===== config.mk =====
export PLATFORM = sky130hd
export DESIGN_NAME = vfr_seq
export DESIGN_NICKNAME = d
export VERILOG_FILES = /design/src/rtl/vfr_pkg.sv /design/src/rtl/vfr_idx_table.sv /design/src/rtl/vfr_regfile.sv /design/src/rtl/vfr_alu.sv /design/src/rtl/vfr_ctrl.sv /design/src/rtl/vfr_seq.sv
export SDC_FILE = /design/constraint.sdc
export NUM_CORES = 2
export LEC_CHECK = 0
export BUFFER_PORTS_ARGS = -buffer_cell sky130_fd_sc_hd__clkbuf_2
export CAP_MARGIN = 0
export CORE_MARGIN = 2
export CORE_UTILIZATION = 25
export CTS_BUF_LIST = sky130_fd_sc_hd__clkbuf_4
export DETAILED_ROUTE_END_ITERATION = 8
export PLACE_DENSITY = 0.38
export SYNTH_ARGS = -nofsm -noshare
export SYNTH_HDL_FRONTEND = slang
export SYNTH_SLANG_ARGS = --single-unit

===== constraint.sdc =====
create_clock -name clk -period 10 [get_ports clk]
set_input_delay 1.5 -clock clk [delete_from_list [all_inputs] [get_ports clk]]
set_output_delay 1.5 -clock clk [all_outputs]
set_load 0.03 [all_outputs]

===== src/rtl/vfr_pkg.sv =====
`timescale 1ns/1ps
package vfr_pkg;

  // Sequencer phases: one element walks FETCH -> ADD -> XOR -> ROT.
  typedef enum logic [2:0] {
    S_IDLE  = 3'd0,
    S_FETCH = 3'd1,
    S_ADD   = 3'd2,
    S_XOR   = 3'd3,
    S_ROT   = 3'd4
  } seq_state_t;

  typedef enum logic [1:0] {
    OP_ADD = 2'd0,
    OP_XOR = 2'd1,
    OP_ROT = 2'd2
  } alu_op_t;

  // Rotate amounts selected by element number modulo 4.
  localparam int unsigned ROT_LANES = 4;
  localparam int unsigned ROT_TAB [ROT_LANES] = '{16, 12, 8, 7};

endpackage


===== src/rtl/vfr_idx_table.sv =====
`timescale 1ns/1ps
// One packed index table: synchronous write, registered read (RAM style).
module vfr_idx_table #(
  parameter int unsigned DEPTH = 4,
  parameter int unsigned AW    = 2,
  parameter int unsigned DW    = 64
)(
  input  logic          clk,
  input  logic          we,
  input  logic [AW-1:0] waddr,
  input  logic [DW-1:0] wdata,
  input  logic          re,
  input  logic [AW-1:0] raddr,
  output logic [DW-1:0] rdata
);

  logic [DW-1:0] mem [DEPTH];

  always_ff @(posedge clk) begin
    if (we) mem[waddr] <= wdata;
    if (re) rdata <= mem[raddr];
  end

endmodule


===== src/rtl/vfr_regfile.sv =====
`timescale 1ns/1ps
// State window: one write port, two combinational engine reads, one
// registered host read.
module vfr_regfile #(
  parameter int unsigned NREG = 16,
  parameter int unsigned DW   = 32,
  parameter int unsigned AW   = 4
)(
  input  logic          clk,
  input  logic          rst,
  input  logic          we,
  input  logic [AW-1:0] waddr,
  input  logic [DW-1:0] wdata,
  input  logic [AW-1:0] ra_addr,
  output logic [DW-1:0] ra_data,
  input  logic [AW-1:0] rb_addr,
  output logic [DW-1:0] rb_data,
  input  logic [AW-1:0] rh_addr,
  output logic [DW-1:0] rh_data
);

  logic [DW-1:0] regs [NREG];

  always_ff @(posedge clk) begin
    if (rst) begin
      for (int i = 0; i < int'(NREG); i++) regs[i] <= '0;
    end else if (we) begin
      regs[waddr] <= wdata;
    end
  end

  always_ff @(posedge clk) begin
    if (rst) rh_data <= '0;
    else     rh_data <= regs[rh_addr];
  end

  assign ra_data = regs[ra_addr];
  assign rb_data = regs[rb_addr];

endmodule


===== src/rtl/vfr_alu.sv =====
`timescale 1ns/1ps
// 32-bit add / xor / rotate-left unit.
module vfr_alu
  import vfr_pkg::*;
#(
  parameter int unsigned DW = 32,
  parameter int unsigned SW = 5
)(
  input  alu_op_t       op,
  input  logic [DW-1:0] opa,
  input  logic [DW-1:0] opb,
  input  logic [SW-1:0] sh,
  output logic [DW-1:0] res
);

  logic [2*DW-1:0] dbl;

  // Upper half of the doubled word shifted left is the left rotation.
  assign dbl = {opa, opa} << sh;

  always_comb begin
    unique case (op)
      OP_ADD:  res = opa + opb;
      OP_XOR:  res = opa ^ opb;
      default: res = dbl[2*DW-1:DW];
    endcase
  end

endmodule


===== src/rtl/vfr_ctrl.sv =====
`timescale 1ns/1ps
// Element / pass sequencer.
module vfr_ctrl
  import vfr_pkg::*;
#(
  parameter int unsigned VLEN  = 32,
  parameter int unsigned EW    = 5,
  parameter int unsigned REP_W = 8
)(
  input  logic             clk,
  input  logic             rst,
  input  logic             start,
  input  logic [REP_W-1:0] rep_count,
  input  logic             idx_bad,
  output seq_state_t       state_q,
  output logic [EW-1:0]    elem_q,
  output logic             busy,
  output logic             fetch,
  output logic             vec_end,
  output logic             done,
  output logic             err
);

  logic [REP_W-1:0] passes_q;
  logic             last_elem;

  assign last_elem = (elem_q == EW'(VLEN - 1));
  assign busy      = (state_q != S_IDLE);
  assign fetch     = (state_q == S_FETCH);

  always_ff @(posedge clk) begin
    if (rst) begin
      state_q  <= S_IDLE;
      elem_q   <= '0;
      passes_q <= '0;
      vec_end  <= 1'b0;
      done     <= 1'b0;
      err      <= 1'b0;
    end else begin
      vec_end <= 1'b0;
      done    <= 1'b0;
      unique case (state_q)
        S_IDLE: begin
          if (start) begin
            err    <= 1'b0;
            elem_q <= '0;
            if (rep_count == '0) begin
              done <= 1'b1;
            end else begin
              passes_q <= rep_count;
              state_q  <= S_FETCH;
            end
          end
        end
        S_FETCH: state_q <= S_ADD;
        S_ADD: begin
          if (idx_bad) begin
            err     <= 1'b1;
            state_q <= S_IDLE;
          end else begin
            state_q <= S_XOR;
          end
        end
        S_XOR: state_q <= S_ROT;
        S_ROT: begin
          if (last_elem) begin
            vec_end <= 1'b1;
            elem_q  <= '0;
            if (passes_q == REP_W'(1)) begin
              done    <= 1'b1;
              state_q <= S_IDLE;
            end else begin
              passes_q <= passes_q - REP_W'(1);
              state_q  <= S_FETCH;
            end
          end else begin
            elem_q  <= elem_q + EW'(1);
            state_q <= S_FETCH;
          end
        end
        default: state_q <= S_IDLE;
      endcase
    end
  end

endmodule


===== src/rtl/vfr_seq.sv =====
`timescale 1ns/1ps
// Top: index tables, state window, ALU and sequencer.
module vfr_seq
  import vfr_pkg::*;
#(
  parameter int unsigned DW       = 32,
  parameter int unsigned NREG     = 16,
  parameter int unsigned VLEN     = 32,
  parameter int unsigned PACK_W   = 64,
  parameter int unsigned IDX_CODE = 3,
  parameter int unsigned REP_W    = 8,
  localparam int unsigned NTAB    = 3,
  localparam int unsigned IDXW    = PACK_W >> IDX_CODE,
  localparam int unsigned LANES   = PACK_W / IDXW,
  localparam int unsigned WPT     = (VLEN + LANES - 1) / LANES,
  localparam int unsigned WAW     = (WPT > 1) ? $clog2(WPT) : 1,
  localparam int unsigned RAW     = $clog2(NREG),
  localparam int unsigned EW      = $clog2(VLEN),
  localparam int unsigned SW      = $clog2(DW)
)(
  input  logic              clk,
  input  logic              rst,
  input  logic              tbl_we,
  input  logic [1:0]        tbl_sel,
  input  logic [WAW-1:0]    tbl_word,
  input  logic [PACK_W-1:0] tbl_wdata,
  input  logic              st_we,
  input  logic [RAW-1:0]    st_waddr,
  input  logic [DW-1:0]     st_wdata,
  input  logic [RAW-1:0]    st_raddr,
  output logic [DW-1:0]     st_rdata,
  input  logic              start,
  input  logic [REP_W-1:0]  rep_count,
  output logic              busy,
  output logic              vec_end,
  output logic              done,
  output logic              err
);

  seq_state_t        state_q;
  logic [EW-1:0]     elem_q;
  logic              fetch;
  logic              idx_bad;
  logic              tbl_acc;
  logic [WAW-1:0]    rd_word;
  int unsigned       lane_off;

  logic [PACK_W-1:0] tab_rd  [NTAB];
  logic [IDXW-1:0]   tab_idx [NTAB];
  logic [RAW-1:0]    a_idx, b_idx, c_idx;

  logic              rf_we;
  logic [RAW-1:0]    rf_waddr, ra_addr, rb_addr;
  logic [DW-1:0]     rf_wdata, ra_data, rb_data, alu_res;
  alu_op_t           alu_op;
  logic [SW-1:0]     rot_sh;

  assign tbl_acc  = tbl_we && !busy;
  assign rd_word  = WAW'(int'(elem_q) / int'(LANES));
  assign lane_off = (int'(elem_q) % int'(LANES)) * int'(IDXW);

  for (genvar t = 0; t < int'(NTAB); t++) begin : g_tab
    vfr_idx_table #(
      .DEPTH (WPT),
      .AW    (WAW),
      .DW    (PACK_W)
    ) u_tab (
      .clk   (clk),
      .we    (tbl_acc && (tbl_sel == 2'(t))),
      .waddr (tbl_word),
      .wdata (tbl_wdata),
      .re    (fetch),
      .raddr (rd_word),
      .rdata (tab_rd[t])
    );
    assign tab_idx[t] = tab_rd[t][lane_off +: IDXW];
  end

  // Window check covers all three operands of the element at once.
  always_comb begin
    idx_bad = 1'b0;
    for (int t = 0; t < int'(NTAB); t++) begin
      if (int'(tab_idx[t]) >= int'(NREG)) idx_bad = 1'b1;
    end
  end

  assign a_idx  = tab_idx[0][RAW-1:0];
  assign b_idx  = tab_idx[1][RAW-1:0];
  assign c_idx  = tab_idx[2][RAW-1:0];
  assign rot_sh = SW'(ROT_TAB[int'(elem_q) % int'(ROT_LANES)]);

  always_comb begin
    rf_we    = 1'b0;
    rf_waddr = st_waddr;
    rf_wdata = st_wdata;
    ra_addr  = a_idx;
    rb_addr  = b_idx;
    alu_op   = OP_ROT;
    unique case (state_q)
      S_IDLE: rf_we = st_we;
      S_ADD: begin
        rf_we    = !idx_bad;
        rf_waddr = a_idx;
        rf_wdata = alu_res;
        alu_op   = OP_ADD;
      end
      S_XOR: begin
        rf_we    = 1'b1;
        rf_waddr = c_idx;
        rf_wdata = alu_res;
        ra_addr  = c_idx;
        rb_addr  = a_idx;
        alu_op   = OP_XOR;
      end
      S_ROT: begin
        rf_we    = 1'b1;
        rf_waddr = c_idx;
        rf_wdata = alu_res;
        ra_addr  = c_idx;
        rb_addr  = a_idx;
      end
      default: ;
    endcase
  end

  vfr_regfile #(
    .NREG (NREG),
    .DW   (DW),
    .AW   (RAW)
  ) u_rf (
    .clk     (clk),
    .rst     (rst),
    .we      (rf_we),
    .waddr   (rf_waddr),
    .wdata   (rf_wdata),
    .ra_addr (ra_addr),
    .ra_data (ra_data),
    .rb_addr (rb_addr),
    .rb_data (rb_data),
    .rh_addr (st_raddr),
    .rh_data (st_rdata)
  );

  vfr_alu #(
    .DW (DW),
    .SW (SW)
  ) u_alu (
    .op  (alu_op),
    .opa (ra_data),
    .opb (rb_data),
    .sh  (rot_sh),
    .res (alu_res)
  );

  vfr_ctrl #(
    .VLEN  (VLEN),
    .EW    (EW),
    .REP_W (REP_W)
  ) u_ctrl (
    .clk       (clk),
    .rst       (rst),
    .start     (start),
    .rep_count (rep_count),
    .idx_bad   (idx_bad),
    .state_q   (state_q),
    .elem_q    (elem_q),
    .busy      (busy),
    .fetch     (fetch),
    .vec_end   (vec_end),
    .done      (done),
    .err       (err)
  );

endmodule


==> flow_summary.ini <==
[status]
status = finished, final reports clean

[floorplanning]
start_util_pct = 25.2
dieArea_um2 = 301000
die_y_um = 549
die_w_um = 549
core-area_um2 = 295000
rows = 199
ioPinCount = 157

[clock_tree]
cts_tree = done
cts_resized = 0
hold_buffers = 0
cts_buffers = 437
clk_latency_ns = 1.41
htree_levels = 5
post_cts_buffers = 0
root_buffer = clkbuf_4
clkTransAtPathRegs_ns = 0.08
clkSinkCount = 1523
cts_max_path_buffers = 4

[setup_path]
crit_type = reg -> reg
critPathArrivalTime_ns = 9.77
r2r_slack_ns = 1.38
cp-end-kind = register
start_kind = register
path_max_fanout = 53
cp.required_ns = 11.15

[logic_synthesis]
async_reset_ff_share_pct = 0
synth_most_common_cell = edfxtp_1
synth_common_cells = edfxtp_1, nor2_1, mux4_2, nand2_1, clkbuf_1
ys_seq_area_share_pct = 61.0
synthDistinctLibCells = 82
synth_cells = 5015
yosysTopAreaCell = edfxtp_1
yosysWarnings = 0
synth_top_area_share_pct = 59.6
synth.avg_cell_area_um2 = 14.8
yosys-top-cells-area = edfxtp_1, mux4_2, mux2i_1, nor2_1, nor2b_1
ys_ff_latch = 1523
synth_edf_count = 1472
syn_nets = 5173
synth_flop_cell = edfxtp_1
synth_area_um2 = 74200

[sta]
worst_slew_pin_slew_ns = 1.30
max_freq_mhz = 116
skew_ns = 0.183
slew_headroom_pct = 12.2
setup_tns_ns = 0
worst_slack_ns = 1.38
finalCriticalPeriod_ns = 8.62
slew_violations = 0
finalCritPeriodShare_pct = 86.2
final-setup-viol-count = 0
hold_violations = 0
rsz0062_at_grt = false

[detailed_routing]
wl_mm = 296
wl_per_cell_um = 30.7
drc = 0
vias_per_cell = 5.25
drt_first_pass_iters = 6
dr_total_vias = 50500
antenna_left = 0
drtIter0Drc = 4976

[pwr]
p_seq_share_pct = 47.3
vdd_ir_drop_max_uv = 93.1
power_density_nw_per_um2 = 182
clkPwrFrac_pct = 37.5
leakage_nw = 28.3
internal_power_mw = 11.0
netSwitchingFraction_pct = 29.0
p_comb_share_pct = 15.2
p_switching_mw = 4.50

[flow_run]
maxCapViolCount = 0

[grt]
grt_usage_pct = 19.2
overflow = 0
grt_max_degree = 120
grt_pass1_vias = 50600
grt_pass1_wl_mm = 410
antenna_found_initial = 59

[placement]
place_ws_ns = 1.57
port_buffers = 156
dp.cells = 8837
gp_congestion = 0.906
dp_hpwl_mm = 183

[finish]
drive_gt1_share_pct = 29.5
synthToLayoutAreaGrowth_pct = 15.2
finish.net_count = 5516
final_cells = 9624

[min_path]
hp-class = in -> reg
## cell usage in the layout, fill, tap and decap left out, types with 45 or more instances in the layout
| master | n |
|---|---|
| a2111oi_0 | 118 |
| a21oi_1 | 70 |
| a31oi_1 | 48 |
| a41oi_1 | 118 |
| buf_4 | 179 |
| clkbuf_2 | 152 |
| clkbuf_4 | 651 |
| clkinv_1 | 88 |
| dfxtp_1 | 45 |
| edfxtp_1 | 1472 |
| inv_1 | 145 |
| mux2i_1 | 211 |
| mux4_2 | 519 |
| nand2_1 | 266 |
| nand3_1 | 102 |
| nor2_1 | 516 |
| nor2b_1 | 170 |
| nor4_1 | 65 |
| o21ai_0 | 104 |
| o22ai_1 | 124 |
## power by group through the flow
| stage | clock (mW) | sequential, mW | combinational, mW |
|---|---|---|---|
| after global placement | 0 | 7.47 | 2.34 |
| after global routing | 6.38 | 7.35 | 2.49 |
| after CTS | 6.07 | 7.34 | 2.34 |
| after detailed placement | 0 | 7.47 | 2.34 |
| final | 5.81 | 7.34 | 2.36 |
| after floorplan | 0 | 7.46 | 1.37 |
## registers in the layout, indices dropped and copies added, names as in the netlist, 3 cells and up
signal	cells
g_tab.u_tab.rdata	192
u_ctrl.state_q	3
g_tab.u_tab.mem	768
u_ctrl.elem_q	5
u_rf.regs	512
u_rf.rh_data	32
u_ctrl.passes_q	8
## final cells by class
| class | count | area, um^2 |
|---|---|---|
| Fill cell | 29800 | 209000 |
| Sequential cell | 1523 | 45200 |
| Multi-Input combinational cell | 2902 | 26800 |
| Tap cell | 3919 | 4900 |
| Clock buffer | 651 | 4890 |
| Timing Repair Buffer | 343 | 2330 |
| Clock inverter | 120 | 589 |
| Inverter | 151 | 574 |
| Antenna cell | 15 | 37.5 |
## final timing paths
kind,start,to,cells past startpoint
max,u_ctrl.state_q[1]$_SDFFE_PP0P_,u_rf.regs[4][23]$_SDFFCE_PN0P_,22
min,tbl_wdata[50],g_tab[0].u_tab.mem[2][50]$_DFFE_PP_,1
max reg2reg,u_ctrl.state_q[1]$_SDFFE_PP0P_,u_rf.regs[4][23]$_SDFFCE_PN0P_,22
min reg2reg,g_tab[1].u_tab.mem[0][35]$_DFFE_PP_,g_tab[1].u_tab.rdata[35]$_DFFE_PP_,1
## metal layers
layer	vias up	GRT usage (%)	share of wire [%]
met5	-	0	0.072
li1	21100	-	-
met2	2372	29.9	46
met3	631	4.31	7.4
met1	26400	26.0	43
met4	34	7.48	3.8
## metrics by stage
step / power [mW] / hold slack [ns] / util [%] / area [um^2]
floorplan: 8.83 / 0.485 / - / 74200
global placement: 9.81 / 0.507 / 27.1 / 79900
detailed placement: 9.81 / 0.517 / 27.1 / 79900
CTS: 15.7 / 0.273 / 29.0 / 85400
global route: 16.2 / 0.377 / 29.0 / 85400
finish: 15.5 / 0.443 / 29.0 / 85400
## logic make-up after synthesis
family / count (synthesis) / share of synthesized area, %
flops: 1523 / 61.0
simple gates: 1307 / 8.16
compound gates: 782 / 7.65
mux: 772 / 19.3
buf+inv: 590 / 3.20
fa+ha+maj: 37 / 0.634
xor+xnor: 4 / 0.0472
## critical path, cell delays in order (launching register included)
cell       delay, ns
dfxtp_1         0.88
nand3b_1        0.29
nand2_2         0.46
mux4_4          0.96
buf_12          0.39
a2111oi_0       0.13
nor4_1          1.00
nor2_1          0.08
a31oi_1         0.26
ha_1            0.33
inv_1           0.13
o21bai_1        0.10
a21o_1          0.19
a22o_1          0.18
a41o_1          0.31
a2111oi_0       0.61
buf_4           0.24
nor2b_1         0.07
a31o_2          0.25
a21oi_1         0.15
o32ai_1         0.11
a21oi_1         0.90
nor2b_1         0.23
Power figures use the tool's default switching activity.
